## src/rtl/byte_word_alu.sv

```systemverilog
module byte_word_alu (
  input  logic        clk,
  input  logic        rst_n,
  input  logic [15:0] instr,
  input  logic [7:0]  a_lo,
  input  logic [7:0]  a_hi,
  input  logic [7:0]  b_lo,
  input  logic [7:0]  b_hi,
  input  logic [7:0]  flags_in,
  output logic [15:0] result,
  output logic        we_lo,
  output logic        we_hi,
  output logic [3:0]  wb_idx,
  output logic [7:0]  flags_out
);
  typedef enum logic [4:0] {
    OP_NONE, OP_ADD, OP_ADC, OP_SUB, OP_SBC, OP_CMP, OP_DEC, OP_INC1, OP_INC2, OP_NEG,
    OP_NOT, OP_AND, OP_TST, OP_OR, OP_XOR, OP_ANDN, OP_SHLC, OP_SHL0, OP_SHRC, OP_SHR0
  } op_e;

  op_e op;
  always_comb begin
    case (instr[15:10])
      6'b100010: op = OP_SHLC;
      6'b100011: op = OP_SHL0;
      6'b100100: op = OP_INC1;
      6'b100101: op = OP_INC2;
      6'b100110: op = OP_NEG;
      6'b100111: op = OP_NOT;
      6'b101000: op = OP_ADD;
      6'b101010: op = OP_ADC;
      6'b101100: op = OP_SUB;
      6'b101101: op = OP_CMP;
      6'b101110: op = OP_SBC;
      6'b101111: op = OP_DEC;
      6'b110000: op = OP_AND;
      6'b110001: op = OP_TST;
      6'b110010: op = OP_OR;
      6'b110011: op = OP_XOR;
      6'b110100: op = OP_ANDN;
      6'b110110: op = OP_SHRC;
      6'b110111: op = OP_SHR0;
      default:   op = OP_NONE;
    endcase
  end

  logic        wide;
  logic [15:0] ax, bx;
  assign wide = instr[9];
  assign ax   = wide ? {a_hi, a_lo} : {8'h00, a_lo};
  assign bx   = wide ? {b_hi, b_lo} : {8'h00, b_lo};

  logic [15:0] x, y;
  logic        ci, borrow;
  always_comb begin
    x = ax; y = bx; ci = 1'b0; borrow = 1'b0;
    case (op)
      OP_ADC:         ci = flags_in[0];
      OP_SUB, OP_CMP: begin y = ~bx; ci = 1'b1; borrow = 1'b1; end
      OP_SBC:         begin y = ~bx; ci = ~flags_in[0]; borrow = 1'b1; end
      OP_INC1:        begin x = bx; y = 16'd1; end
      OP_INC2:        begin x = bx; y = 16'd2; end
      OP_DEC:         begin x = bx; y = 16'hFFFE; ci = 1'b1; borrow = 1'b1; end
      OP_NEG:         begin x = 16'd0; y = ~bx; ci = 1'b1; borrow = 1'b1; end
      default: ;
    endcase
  end

  logic [4:0]  s4;
  logic [8:0]  s8;
  logic [16:0] s16;
  assign s4  = {1'b0, x[3:0]} + {1'b0, y[3:0]} + {4'b0, ci};
  assign s8  = {1'b0, x[7:0]} + {1'b0, y[7:0]} + {8'b0, ci};
  assign s16 = {1'b0, x} + {1'b0, y} + {16'b0, ci};

  logic is_arith, is_shift, writes, upd, fill;
  assign is_arith = op inside {OP_ADD, OP_ADC, OP_SUB, OP_SBC, OP_CMP, OP_DEC, OP_INC1, OP_INC2, OP_NEG};
  assign is_shift = op inside {OP_SHLC, OP_SHL0, OP_SHRC, OP_SHR0};
  assign writes   = (op != OP_NONE) && (op != OP_CMP) && (op != OP_TST);
  assign upd      = instr[8] && (op != OP_NONE);
  assign fill     = (op == OP_SHLC || op == OP_SHRC) && flags_in[0];

  logic [15:0] r;
  logic        cout;
  always_comb begin
    cout = 1'b0;
    case (op)
      OP_ADD, OP_ADC, OP_SUB, OP_SBC, OP_CMP, OP_DEC, OP_INC1, OP_INC2, OP_NEG: begin
        r = s16[15:0]; cout = wide ? s16[16] : s8[8];
      end
      OP_AND, OP_TST: r = ax & bx;
      OP_OR:          r = ax | bx;
      OP_XOR:         r = ax ^ bx;
      OP_ANDN:        r = ax & ~bx;
      OP_NOT:         r = ~bx;
      OP_SHLC, OP_SHL0: begin
        r = {bx[14:0], fill}; cout = wide ? bx[15] : bx[7];
      end
      OP_SHRC, OP_SHR0: begin
        r = wide ? {fill, bx[15:1]} : {8'h00, fill, bx[7:1]}; cout = bx[0];
      end
      default: r = 16'h0000;
    endcase
  end

  logic [15:0] rm;
  logic        msb, xm, ym, v, c, c8f, c4f;
  logic [7:0]  newf;
  assign rm   = wide ? r : {8'h00, r[7:0]};
  assign msb  = wide ? rm[15] : rm[7];
  assign xm   = wide ? x[15] : x[7];
  assign ym   = wide ? y[15] : y[7];
  assign v    = is_arith && (xm == ym) && (msb != xm);
  assign c    = is_arith ? (cout ^ borrow) : (is_shift && cout);
  assign c8f  = is_arith && (s8[8] ^ borrow);
  assign c4f  = is_arith && (s4[4] ^ borrow);
  assign newf = {rm[7], rm[7:0] == 8'h00, c4f, c8f, msb, rm == 16'h0000, v, c};

  logic ran;
  always_ff @(posedge clk) begin
    if (!rst_n) begin
      result <= '0; we_lo <= 1'b0; we_hi <= 1'b0; wb_idx <= '0; flags_out <= '0; ran <= 1'b0;
    end else begin
      result    <= rm;
      we_lo     <= writes;
      we_hi     <= writes && wide;
      wb_idx    <= instr[3:0];
      flags_out <= upd ? newf : flags_in;
      ran       <= 1'b1;
    end
  end

  a_r2_hi_needs_lo: assert property (@(posedge clk) disable iff (!rst_n)
    we_hi |-> we_lo);
  a_r2_byte_hi_zero: assert property (@(posedge clk) disable iff (!rst_n)
    (we_lo && !we_hi) |-> (result[15:8] == 8'h00));
  a_r3_flags_hold: assert property (@(posedge clk) disable iff (!rst_n)
    (ran && !$past(instr[8])) |-> (flags_out == $past(flags_in)));
  a_r5_no_write_cmp_tst: assert property (@(posedge clk) disable iff (!rst_n)
    (ran && ($past(instr[15:10]) == 6'b101101 || $past(instr[15:10]) == 6'b110001)) |-> (!we_lo && !we_hi));
  a_r9_byte_flags: assert property (@(posedge clk) disable iff (!rst_n)
    (ran && we_lo && $past(instr[8])) |-> (flags_out[7] == result[7] && flags_out[6] == (result[7:0] == 8'h00)));
  a_r9_zero_flag: assert property (@(posedge clk) disable iff (!rst_n)
    (ran && we_lo && $past(instr[8])) |-> (flags_out[2] == (result == 16'h0000)));
  a_r10_undef_quiet: assert property (@(posedge clk) disable iff (!rst_n)
    (ran && ($past(instr[15:10]) == 6'b110101 || $past(instr[15:12]) == 4'b0111)) |-> (!we_lo && flags_out == $past(flags_in)));
endmodule

```

## config.mk

```make
export PLATFORM = sky130hd
export DESIGN_NAME = byte_word_alu
export DESIGN_NICKNAME = d
export VERILOG_FILES = /design/src/rtl/byte_word_alu.sv
export SDC_FILE = /design/constraint.sdc
export NUM_CORES = 1
export LEC_CHECK = 0
export BUFFER_PORTS_ARGS = -buffer_cell sky130_fd_sc_hd__clkbuf_2
export CAP_MARGIN = 20
export CORE_MARGIN = 4
export CORE_UTILIZATION = 45
export CTS_CLUSTER_DIAMETER = 120
export DETAILED_ROUTE_END_ITERATION = 7
export PLACE_DENSITY_LB_ADDON = 0.25
export REMOVE_ABC_BUFFERS = 1
export SETUP_SLACK_MARGIN = 0.05
export SLEW_MARGIN = 20
export SYNTH_ARGS = -nofsm -noshare
export SYNTH_HDL_FRONTEND = slang
export SYNTH_SLANG_ARGS = --single-unit
```

## constraint.sdc

```tcl
create_clock -name clk -period 12.05 [get_ports clk]
set_input_delay 0.6025 -clock clk [delete_from_list [all_inputs] [get_ports clk]]
set_output_delay 0.6025 -clock clk [all_outputs]
set_load 0.02 [all_outputs]
```

==> results.md <==
* Status: completed
* Register area at 600.6 um2
* # IOs at 88
* Worst slew pin tran at 961.0 ps
* CP max stage delay at 770 ps
* Vias in the first global route at approximately 4.7k
* Number of synthesized flops with an enable pin at 0
* Synthesized area at between 4000 and 5000 um2
* GRT Overall Usage at 0.2719
* First-pass GRT wire length at approximately 24000 um
* Drt wl/cell at a little over 20 um
* Number of hold buffers added after cts at 0
* Resized Gates After CTS at 0
* Hpwl dp at approximately 12000 um
* H-Tree Depth at 2
* GR Layer Usage met3 at 0.04068
* GRT busiest layer: met2
* Final #Nets at 749
* Met2 Use GR at 0.4235
* Hold Crit Class: input port to flop
* DR vias at 5050
* Syn Area/Cell at 7.346 um2
* Final Core Density at 0.5205
* Drt first-iter violations at 665
* Worst endpoint required time at 12200 ps
* Endpoint, Worst Hold: wb_idx[1]$_SDFF_PN0_
* Seq pwr share at 0.252
* Top FF cell, synth: dfxtp_1
* Placeable Area at 9328 um2
* Max Clk Rate at about 160 MHz
* Row Count at 35
* Post-synth top cells: nand2_1 (66), nor2_1 (55), ha_1 (36)
* Crit path DAT at about 6600 ps
* Clock-pin slew on the worst setup and hold paths at 60 ps
* Clock sink count at 30
* Area contributors post-synth: dfxtp_1 (14%), ha_1 (10%), nand2_1 (5.7%)
* First-pass iteration count of the detailed router at 5
* Final hold vios at 0
* Pwr dens at 89.47 nW/um2
* Die ar. at approximately 11000 um2
* Routed WL at 15830 um
* Slew HR at 0.3512
* Fill cell count at a little over 900
* Count of final setup violators at 0
* Initial antenna violation count at 0
* Hold depth at 2
* Pint at about 0.00024 W
* Leak at approximately 2.1 nW
* Cell chain of the critical path: clkbuf_2, inv_1, ha_1, nor4b_2, a311o_1, o21ai_0, nand3_1, nor2b_2, a22oi_1, o21ai_0, fa_1, fa_1, a21oi_1, o2111ai_1, a21oi_1, o31ai_1, a31oi_1, o211ai_1, o2111ai_1, mux2_2, mux2i_1, nor2_1
* Post-CTS Setup Repair Bufs at 0
* Asr flop ratio synth at 0
* Total negative slack at 0 ps
* Synth top area share at 0.1386
* Synth cell types at slightly below 90
* Die Wd at 106.1 um
* Crit-path slowest cell: a311o_1
* Vias per cell at about 6.4
* CP Launch Type: input port
* Tcrit/Tclk final at 0.5333
* Cell taking the most area after synthesis: dfxtp_1
* Register area share after synthesis at 0.1386
* Sw Ratio at 0.4429
* Total gr overflow at 0
* Die height at 106.1 um
* Yosys reg bits at 30
* Gpl congestion at about 0.96
* Crit Path Class: input port to flop
* Num CTS Buffers at 5
* # Max-Cap Violations at 0
* DRT antenna net count at 0
* CTS tree: built
* PortBufs at between 80 and 90
* Combinational share of power at 0.566
* Psw at between 0.00015 and 0.0002 W
* M1 GR Usage at 0.3732
* Layout cell share with drive strength beyond 1 at 0.1881
* CTS root buf: clkbuf_8
* Critical-path maximum fanout at 17
* Multi-input logic area at 3432 um2
* Clock power share at 0.183
* Crit path time final at 6426 ps
* RSZ-0062 raised after global routing: false
* IR drop worst, VDD at about 0.062 mV
* Endpoint class of the critical path: flop
* Syn Inst Count at 590
* N_diodes at 0
* HP Start: instr[1]
* Slew Limit Fails at 0
* Syn. warnings at 0
* Largest net degree at the start of global routing at 39
* Cell with the most instances after synthesis: nand2_1
* Clock tree buffer depth at 2
* Initial Util at 0.4647
* Syn-to-layout area delta at 12.01%
* DRC viols at 0
-- state kept, by name, summed over array words and instances (netlist names) --
signal     cells
result        16
wb_idx         4
we_hi          1
we_lo          1
flags_out      8
-- metal layers --
layer  up-vias  wire [um]  share of wire
li1       2345          -              -
met1      2355       6932           0.44
met2       300       6816           0.43
met3        50       1517          0.096
met4         0        567          0.036
met5         -          0              0
-- cell families (layout without fill, tap and decap cells) --
family,count (synthesis),after routing,share of synthesized area
simple gates,236,236,0.2754
flops,30,30,0.1386
buf+inv,62,126,0.07102
compound gates,182,182,0.3063
fa+ha+maj,38,38,0.1132
xor+xnor,20,20,0.04042
mux,22,22,0.05514
-- stage by stage --
step	hold slack [ps]	worst slack [ps]	total power (W)	cells	instance area [um2]
global route	529.7	5222	0.0004614	783	4855
CTS	530.6	5413	0.0004298	783	4852
finish	535.7	5624	0.0004344	783	4855
detailed placement	814.2	5124	0.0003488	775	4761
global placement	813.5	5326	0.0003431	775	4761
floorplan	724.2	6389	0.0002719	557	4135
-- layout make-up --
cell class,count,share of cell area
clock inverter,1,0.001031
timing repair buffer,89,0.09485
tap,129,0.03325
clock buffer,7,0.01778
sequential,30,0.1237
inverter,29,0.02242
multi-input combinational,498,0.7070
-- critical path: cells and delay by family --
family | cells | cell delay, ps
and+or+nand+nor | 4 | 1290
adders and majority gates | 3 | 790
AOI/OAI and AO/OA | 11 | 3170
muxes | 2 | 430
buffers and inverters | 2 | 290
-- power by group through the flow --
| stage | combinational, W | clock (W) | sequential (W) |
|---|---|---|---|
| 2_1_floorplan | 0.000150 | 0 | 0.000122 |
| 3_3_place_gp | 0.000232 | 0 | 0.000111 |
| 3_5_place_dp | 0.000237 | 0 | 0.000112 |
| 4_1_cts | 0.000239 | 0.0000819 | 0.000109 |
| 5_1_grt | 0.000265 | 0.0000867 | 0.000110 |
| 6_report | 0.000246 | 0.0000793 | 0.000109 |
-- cell usage in the layout, fill, tap and decap left out, types with 20 or more instances in the layout --
cell type and n:
a21oi_1 22, o22ai_1 20, o21ai_0 32, inv_1 27, clkbuf_2 83, nand3_1 24, nand2_1 66, dfxtp_1 30
ha_1 36, nor2_1 55
-- how the worst max path moves through the flow --
stage	cells past startpoint	slack [ps]	start	to
2_1_floorplan	19	6390	instr[10]	flags_out[0]$_SDFF_PN0_
3_3_place_gp	22	5330	instr[11]	flags_out[0]$_SDFF_PN0_
3_5_place_dp	22	5120	instr[11]	flags_out[0]$_SDFF_PN0_
4_1_cts	22	5410	instr[11]	flags_out[0]$_SDFF_PN0_
5_1_grt	22	5220	instr[11]	flags_out[0]$_SDFF_PN0_
6_report	22	5620	instr[11]	flags_out[0]$_SDFF_PN0_
Note: power is estimated with default switching activity, not from simulation.
